File: config.mk
export PLATFORM = sky130hd
export DESIGN_NAME = hw_step_ctrl
export DESIGN_NICKNAME = d
export VERILOG_FILES = /design/src/rtl/hsc_pkg.sv /design/src/rtl/hsc_rst_sync.sv /design/src/rtl/hsc_step_counter.sv /design/src/rtl/hsc_onehot_dec.sv /design/src/rtl/hsc_strobe_matrix.sv /design/src/rtl/hw_step_ctrl.sv
export SDC_FILE = /design/constraint.sdc
export NUM_CORES = 1
export LEC_CHECK = 0
export BUFFER_PORTS_ARGS = -buffer_cell sky130_fd_sc_hd__buf_2
export CAP_MARGIN = 20
export CORE_ASPECT_RATIO = 1.25
export CORE_MARGIN = 10
export CORE_UTILIZATION = 35
export CTS_CLUSTER_DIAMETER = 40
export DETAILED_ROUTE_END_ITERATION = 10
export PLACE_DENSITY = 0.68
export SLEW_MARGIN = 10
export SYNTH_ARGS = -nofsm -noshare
export SYNTH_HDL_FRONTEND = slang
export SYNTH_SLANG_ARGS = --single-unit
File: constraint.sdc
create_clock -name clk -period 1.1 [get_ports clk]
set_input_delay 0.055 -clock clk [delete_from_list [all_inputs] [get_ports clk]]
set_output_delay 0.055 -clock clk [all_outputs]
set_load 0.03 [all_outputs]
File: src/rtl/hsc_pkg.sv
package hsc_pkg;
  typedef struct packed {
    logic mem_rd;
    logic mem_wr;
    logic mbr_drv;
    logic pc_drv;
    logic ir_drv;
    logic r0_drv;
    logic r1_drv;
    logic mar_ld;
    logic mbr_ld;
    logic pc_ld;
    logic ir_ld;
    logic r0_ld;
    logic r1_ld;
    logic pc_inc;
    logic cnt_clr;
    logic cnt_hold;
  } strobe_t;
endpackage

File: src/rtl/hsc_rst_sync.sv
module hsc_rst_sync #(
  parameter int STAGES = 2
) (
  input  logic clk,
  input  logic rst_n,
  output logic rst_sync_n
);
  logic [STAGES-1:0] sync_q;

  always_ff @(posedge clk or negedge rst_n) begin
    if (!rst_n) sync_q <= '0;
    else        sync_q <= {sync_q[STAGES-2:0], 1'b1};
  end

  assign rst_sync_n = sync_q[STAGES-1];
endmodule

File: src/rtl/hsc_step_counter.sv
module hsc_step_counter #(
  parameter int W = 3
) (
  input  logic         clk,
  input  logic         rst_n,
  input  logic         clr,
  input  logic         hold,
  output logic [W-1:0] cnt
);
  logic [W-1:0] cnt_q, cnt_d;
  logic         cnt_en;

  // hold wins over clear; clear wins over increment
  assign cnt_en = !hold;

  always_comb begin
    if (clr) cnt_d = '0;
    else     cnt_d = cnt_q + 1'b1;
  end

  always_ff @(posedge clk or negedge rst_n) begin
    if (!rst_n)      cnt_q <= '0;
    else if (cnt_en) cnt_q <= cnt_d;
  end

  assign cnt = cnt_q;
endmodule

File: src/rtl/hsc_onehot_dec.sv
module hsc_onehot_dec #(
  parameter int W = 3,
  localparam int N = 1 << W
) (
  input  logic [W-1:0] sel,
  output logic [N-1:0] lines
);
  for (genvar i = 0; i < N; i++) begin : g_line
    assign lines[i] = (sel == W'(i));
  end
endmodule

File: src/rtl/hsc_strobe_matrix.sv
module hsc_strobe_matrix
  import hsc_pkg::*;
#(
  parameter int NT = 8,
  parameter int NI = 8
) (
  input  logic [NT-1:0] t,
  input  logic [NI-1:0] ins,
  input  logic          mem_ready,
  output strobe_t       strb
);
  strobe_t raw;
  logic    stall;

  always_comb begin
    raw = '0;
    // fetch, common to every opcode
    raw.pc_drv  = t[0] | (t[3] & ins[6]);
    raw.mar_ld  = t[0] | (t[3] & (ins[3] | ins[4] | ins[6]));
    raw.mem_rd  = t[1] | (t[4] & (ins[3] | ins[6]));
    raw.mbr_ld  = t[1] | (t[4] & (ins[3] | ins[4] | ins[6]));
    raw.pc_inc  = t[1] | (t[4] & ins[6]);
    raw.mbr_drv = t[2] | (t[5] & (ins[3] | ins[6]));
    raw.ir_ld   = t[2];
    // execution
    raw.r1_drv  = t[3] & (ins[1] | ins[3] | ins[4]);
    raw.r0_drv  = (t[3] & (ins[2] | ins[5])) | (t[4] & ins[4]);
    raw.r0_ld   = (t[3] & ins[1]) | (t[5] & ins[3]);
    raw.r1_ld   = (t[3] & ins[2]) | (t[5] & ins[6]);
    raw.pc_ld   = t[3] & ins[5];
    raw.mem_wr  = t[5] & ins[4];
    raw.ir_drv  = 1'b0;
    raw.cnt_clr = (t[3] & (ins[0] | ins[1] | ins[2] | ins[5]))
                | (t[5] & (ins[3] | ins[4] | ins[6]))
                | t[6] | t[7];
    raw.cnt_hold = t[3] & ins[7];
  end

  assign stall = raw.mem_rd & ~mem_ready;

  always_comb begin
    strb          = raw;
    strb.mbr_ld   = raw.mbr_ld & ~stall;
    strb.pc_inc   = raw.pc_inc & ~stall;
    strb.cnt_hold = raw.cnt_hold | stall;
  end
endmodule

File: src/rtl/hw_step_ctrl.sv
module hw_step_ctrl
  import hsc_pkg::*;
#(
  parameter int STEP_W = 3,
  parameter int OP_W   = 3,
  localparam int NT    = 1 << STEP_W,
  localparam int NI    = 1 << OP_W
) (
  input  logic            clk,
  input  logic            rst_n,
  input  logic [OP_W-1:0] opcode,
  input  logic            mem_ready,
  output logic [NT-1:0]   step_onehot,
  output logic            mem_rd,
  output logic            mem_wr,
  output logic            mbr_drv,
  output logic            pc_drv,
  output logic            ir_drv,
  output logic            r0_drv,
  output logic            r1_drv,
  output logic            mar_ld,
  output logic            mbr_ld,
  output logic            pc_ld,
  output logic            ir_ld,
  output logic            r0_ld,
  output logic            r1_ld,
  output logic            pc_inc
);
  logic              rst_sync_n;
  logic [STEP_W-1:0] step;
  logic [NI-1:0]     ins_lines;
  strobe_t           strb;

  hsc_rst_sync #(.STAGES(2)) u_rst (
    .clk(clk), .rst_n(rst_n), .rst_sync_n(rst_sync_n));

  hsc_step_counter #(.W(STEP_W)) u_cnt (
    .clk(clk), .rst_n(rst_sync_n), .clr(strb.cnt_clr),
    .hold(strb.cnt_hold), .cnt(step));

  hsc_onehot_dec #(.W(STEP_W)) u_tdec (.sel(step), .lines(step_onehot));
  hsc_onehot_dec #(.W(OP_W))   u_idec (.sel(opcode), .lines(ins_lines));

  hsc_strobe_matrix #(.NT(NT), .NI(NI)) u_mat (
    .t(step_onehot), .ins(ins_lines), .mem_ready(mem_ready), .strb(strb));

  assign mem_rd  = strb.mem_rd;
  assign mem_wr  = strb.mem_wr;
  assign mbr_drv = strb.mbr_drv;
  assign pc_drv  = strb.pc_drv;
  assign ir_drv  = strb.ir_drv;
  assign r0_drv  = strb.r0_drv;
  assign r1_drv  = strb.r1_drv;
  assign mar_ld  = strb.mar_ld;
  assign mbr_ld  = strb.mbr_ld;
  assign pc_ld   = strb.pc_ld;
  assign ir_ld   = strb.ir_ld;
  assign r0_ld   = strb.r0_ld;
  assign r1_ld   = strb.r1_ld;
  assign pc_inc  = strb.pc_inc;
endmodule

# After elaboration in Yosys (flattened, before gate mapping)
# Cells that the tools add are included.
dict set report totals {
  register_bits 5
  latch_bits 0
  ram_bits 0
  romBits 0
  word_cells 65
  mem_count 0
}
dict set report op_classes {
  addsub 1
  multipliers 0
  div_mod_pow 0
  order_cmp 0
  eq_ne 14
  n_shift 0
  n_mux 1
  bitwise_logic 45
  reduce_logical 2
}
# op count
set ops {}
lappend ops {{== test 3 bit (second input constant)} 8}
lappend ops {{bitwise OR 1 bit} 22}
lappend ops {{bitwise AND 1 bit} 21}
lappend ops {{== test 3 x 2 -> 1 bit (second input constant)} 4}
lappend ops {{== test 3 x 1 -> 1 bit (second input constant)} 2}
lappend ops {{logical NOT 3 bit} 2}
lappend ops {{adder 3 x 1 -> 3 bit (second input constant)} 1}
lappend ops {{two-way mux 3 bit} 1}
lappend ops {{inverter 1 bit} 2}

# Depth between registers and ports, before layout
dict set report depth {
  depth_word 9
  depth_mapped 7
  mapped_depth_nobuf 7
}

# By module
# From an unflattened synthesis, not the netlist that was laid out.
dict set report unflattened {
  cells_unflattened 60
  hier_area_um2 520.5
}
# mod n_inst cells_per_inst area_each_um2
set by_module_without_submodules {}
lappend by_module_without_submodules {hsc_strobe_matrix 1 29 190.2}
lappend by_module_without_submodules {hsc_step_counter 1 12 146.4}
lappend by_module_without_submodules {hsc_onehot_dec 2 8 65.1}
lappend by_module_without_submodules {hsc_rst_sync 1 3 53.8}

# Worst setup path after synthesis
# OpenSTA, ideal clock, no wires.
dict set report synth_path {
  path_kind {register -> output}
  startpoint {register u_cnt.cnt_q[2] (netlist: u_cnt.cnt[2])}
  endpoint {output port r1_ld}
  t_arrival_ns 1.860
  t_required_ns 1.045
  path_slack_ns -0.815
  path_stages_with_launch 6
  cell_sequence {dfrtp_1 > buf_6 > inv_1 > ha_1 > mux2i_1 > nor3b_1}
}
dict set report synth_between {
  elab_chain_len 3
}
# item line_no
set synth_lines {}
lappend synth_lines {{start: declaration} hsc_step_counter.sv:10} ;# logic [W-1:0] cnt_q, cnt_d;
lappend synth_lines {{start signal: assignment} hsc_step_counter.sv:23} ;# else if (cnt_en) cnt_q <= cnt_d;
lappend synth_lines {{== test 3 x 2 -> 1 bit} hsc_onehot_dec.sv:9} ;# assign lines[i] = (sel == W'(i));
lappend synth_lines {{net step_onehot[3]} hw_step_ctrl.sv:13} ;# output logic [NT-1:0] step_onehot,
lappend synth_lines {{bitwise AND 1 bit} hsc_strobe_matrix.sv:29} ;# raw.r1_ld = (t[3] & ins[2]) | (t[5] & ins[6]);
lappend synth_lines {{bitwise OR 1 bit} hsc_strobe_matrix.sv:29}
lappend synth_lines {{end: declaration} hw_step_ctrl.sv:26} ;# output logic r1_ld,
# The timed path passes the listed nets, and every way through them passes these cells.

# Final worst setup path
dict set report layout_path {
  startpoint {register u_cnt.cnt_q[1] (netlist: u_cnt.cnt[1])}
  endpoint {output port mbr_ld}
}
dict set report layout_between {
  elab_chain_len 6
}
# item line_no
set layout_lines {}
lappend layout_lines {{== test 3 bit} hsc_onehot_dec.sv:9}
lappend layout_lines {{bitwise AND 1 bit} hsc_strobe_matrix.sv:20} ;# raw.mem_rd = t[1] | (t[4] & (ins[3] | ins[6]));
lappend layout_lines {{bitwise OR 1 bit} hsc_strobe_matrix.sv:20}
lappend layout_lines {{bitwise AND 1 bit} hsc_strobe_matrix.sv:39} ;# assign stall = raw.mem_rd & ~mem_ready;
lappend layout_lines {{inverter 1 bit} hsc_strobe_matrix.sv:43} ;# strb.mbr_ld = raw.mbr_ld & ~stall;
lappend layout_lines {{bitwise AND 1 bit (*)} hsc_strobe_matrix.sv:43}
lappend layout_lines {{end: declaration} hw_step_ctrl.sv:22} ;# output logic mbr_ld,
# Mark *: on every way between the ends. The rest lies on a longest branch, timed or not.

==> flow_summary.json <==
{
  "clk_latency_ns": 0.24,
  "synth-edff-count": 0,
  "hp-class": "reg -> async",
  "status": "complete, but fails checks",
  "synthArstFlopShare": 1.00,
  "clk_pin_slew_ns": 0.05,
  "drt_iter0_markers": 16,
  "cts_tree": "done",
  "clock_sinks": 5,
  "hold_viol": 0,
  "critPathKind": "reg -> out",
  "cts.path.max_buffers": 2,
  "die_w_um": 57.1,
  "regArea_sq_um": 129,
  "syn_area_sq_um": 601,
  "violations": "negative setup slack",
  "clock_power_share": 0.053,
  "place_ws_ns": -0.442,
  "critPathLaunchType": "register",
  "yosysWarnings": 0,
  "die_y_um": 66.3,
  "ir_worst_vdd_uv": 1870,
  "vias": 772,
  "multi_input_area_sq_um": 633,
  "grt_start_max_net_pins": 10,
  "crit_arrival_ns": 1.60,
  "drt-vias-per-instance": 5.22,
  "initial_core_util": 0.375,
  "cp-end-kind": "primary output",
  "holdWs_ns": 0.0389,
  "slew_viol_final": 0,
  "antenna_left": 0,
  "synth_ff_type": "dfrtp_1",
  "io_pins": 28,
  "antenna_cells": 0,
  "grt_pass1_wl_um": 4020,
  "layout_setup_ws_ns": -0.558,
  "fin_skew_ns": 0.00722,
  "gr-max-usage-layer": "met2",
  "grt_pass1_vias": 861,
  "power_frac_comb": 0.855,
  "fin_setup_tns_ns": -9.90,
  "drc": 0,
  "crit_fanout": 3,
  "synth_cell_types": 31,
  "cts_buffers": 3,
  "wl_per_cell_um": 18.8,
  "p_leak_nw": 0.650,
  "fin_crit_ns": 1.66,
  "synth-seq-cells": 5,
  "use_met2": 0.281,
  "htree_levels": 1,
  "portBuffers": 26,
  "grt_usage": 0.128,
  "required_ns": 1.04,
  "switching_share": 0.475,
  "syn-num-nets": 86,
  "gp_congestion": 0.769,
  "syn2layout_area_growth_pct": 136,
  "intPower_w": 0.00215,
  "grt_overflow": 0,
  "rows": 16,
  "layout_commonest_cell": "buf_6",
  "final.period_utilization": 1.51,
  "cellPowerDensity_nw_per_um2": 2890,
  "rsz0062_at_grt": "yes",
  "grt_use_met3": 0.0327,
  "synthCells": 74,
  "drt-pass1-iter-count": 4,
  "drt-total-wl_um": 2780,
  "total_power_w": 0.00410,
  "dieArea_sq_um": 3780,
  "hpwlAfterDp_um": 1700,
  "synth.avg_cell_area_sq_um": 8.12,
  "p_seq_frac": 0.092,
  "drive_gt1_frac": 0.769,
  "antenna_found_initial": 0,
  "max_freq_mhz": 603,
  "coreArea_sq_um": 1600,
  "setup_viol": 24,
  "cts_root_buffer": "clkbuf_4",
  "final_cell_mix": "buf_6 (34), buf_4 (18), ha_4 (6), buf_2 (5), inv_4 (4)",
  "synth-seq-area-share": 0.208,
  "p_switching_w": 0.00195,
  "layout.nets": 143,
  "fillers": 81,
  "grt_use_met1": 0.108,
  "drv_cap": 0
}
==> synthesized netlist by cell type, types with 2 or more instances <==
master    number  area, sq um
inv_2          2         7.51
o21bai_1       2         15.0
inv_1          6         22.5
nor2_1         3         11.3
nor2b_1        4         25.0
nand2_1        5         18.8
conb_1         2         7.51
o22ai_1        4         25.0
mux2i_1        3         30.0
buf_4          4         30.0
nand2b_1       3         18.8
dfrtp_1        5          125
o21a_1         3         22.5
o21ai_1        5         25.0
ha_1           6         75.1
nor3_1         2         10.0
==> logic make-up (layout without fill, tap and decap cells) <==
kind of cell,after synthesis,after routing,share of synthesized area
fa+ha+maj,6,6,0.125
buf+inv,14,70,0.127
mux,3,3,0.0500
other cells,2,2,0.0125
xor+xnor,1,1,0.0271
simple gates,25,25,0.250
compound gates,18,18,0.200
flops,5,5,0.208
==> routing by layer <==
layer	vias to the layer above	routed length, um
li1	358	-
met1	377	916
met2	33	1660
met3	4	155
met4	0	42
met5	-	0
==> registers in the layout (all words and copies together) (netlist names) <==
name          cells
u_cnt.cnt         3
u_rst.sync_q      2
==> cell type report <==
cell class | instances | share of cell area
flip-flops and latches | 5 | 0.0909
clock buffers | 4 | 0.0185
well taps | 18 | 0.0159
multi-input cells | 55 | 0.447
repair buffers | 58 | 0.390
inverters | 8 | 0.0380
==> worst max-delay path, stage by stage, from the launching register on <==
cell,delay [ns]
dfrtp_2,0.44
inv_4,0.10
ha_4,0.17
nand2b_4,0.08
inv_6,0.06
o21bai_1,0.05
a22oi_1,0.23
o21ai_2,0.08
buf_6,0.14
==> through the flow <==
step | area [sq um] | util | cells
floorplan | 754 | - | 74
global placement | 1000 | 0.627 | 131
detailed placement | 1000 | 0.627 | 131
CTS | 1320 | 0.822 | 142
global route | 1420 | 0.885 | 148
finish | 1420 | 0.885 | 148
==> repair_timing <==
action | in CTS | in global routing
pin swaps | 14 | 6
hold buffers | 1 | 0
endpoints found under the hold margin | 2 | 0
buffers inserted | 6 | 6
resized for setup | 67 | 12
endpoints found under the setup margin | 24 | 24
==> final timing paths <==
path	cells after the start	startpoint	end	slack [ns]
max	8	u_cnt.cnt[1]	mbr_ld	-0.56
min in group clk	0	u_rst.sync_q[0]	u_rst.sync_q[1]	0.38
min	0	u_rst.sync_q[1]	u_cnt.cnt[2]	0.04
max in group asynchronous	2	rst_n	u_rst.sync_q[0]	0.88
max reg2reg	7	u_cnt.cnt[1]	u_cnt.cnt[0]	-0.47
min reg2reg	0	u_rst.sync_q[1]	u_cnt.cnt[2]	0.04
==> power by group through the flow <==
stage / logic [W] / clock network, W / registers (W)
after global routing: 0.00367 / 0.000232 / 0.000388
after CTS: 0.00301 / 0.000212 / 0.000373
after detailed placement: 0.00223 / 0 / 0.000367
final: 0.00350 / 0.000216 / 0.000378
after global placement: 0.00218 / 0 / 0.000364
after floorplan: 0.00159 / 0 / 0.000330
(Power assumes the default switching activity.)
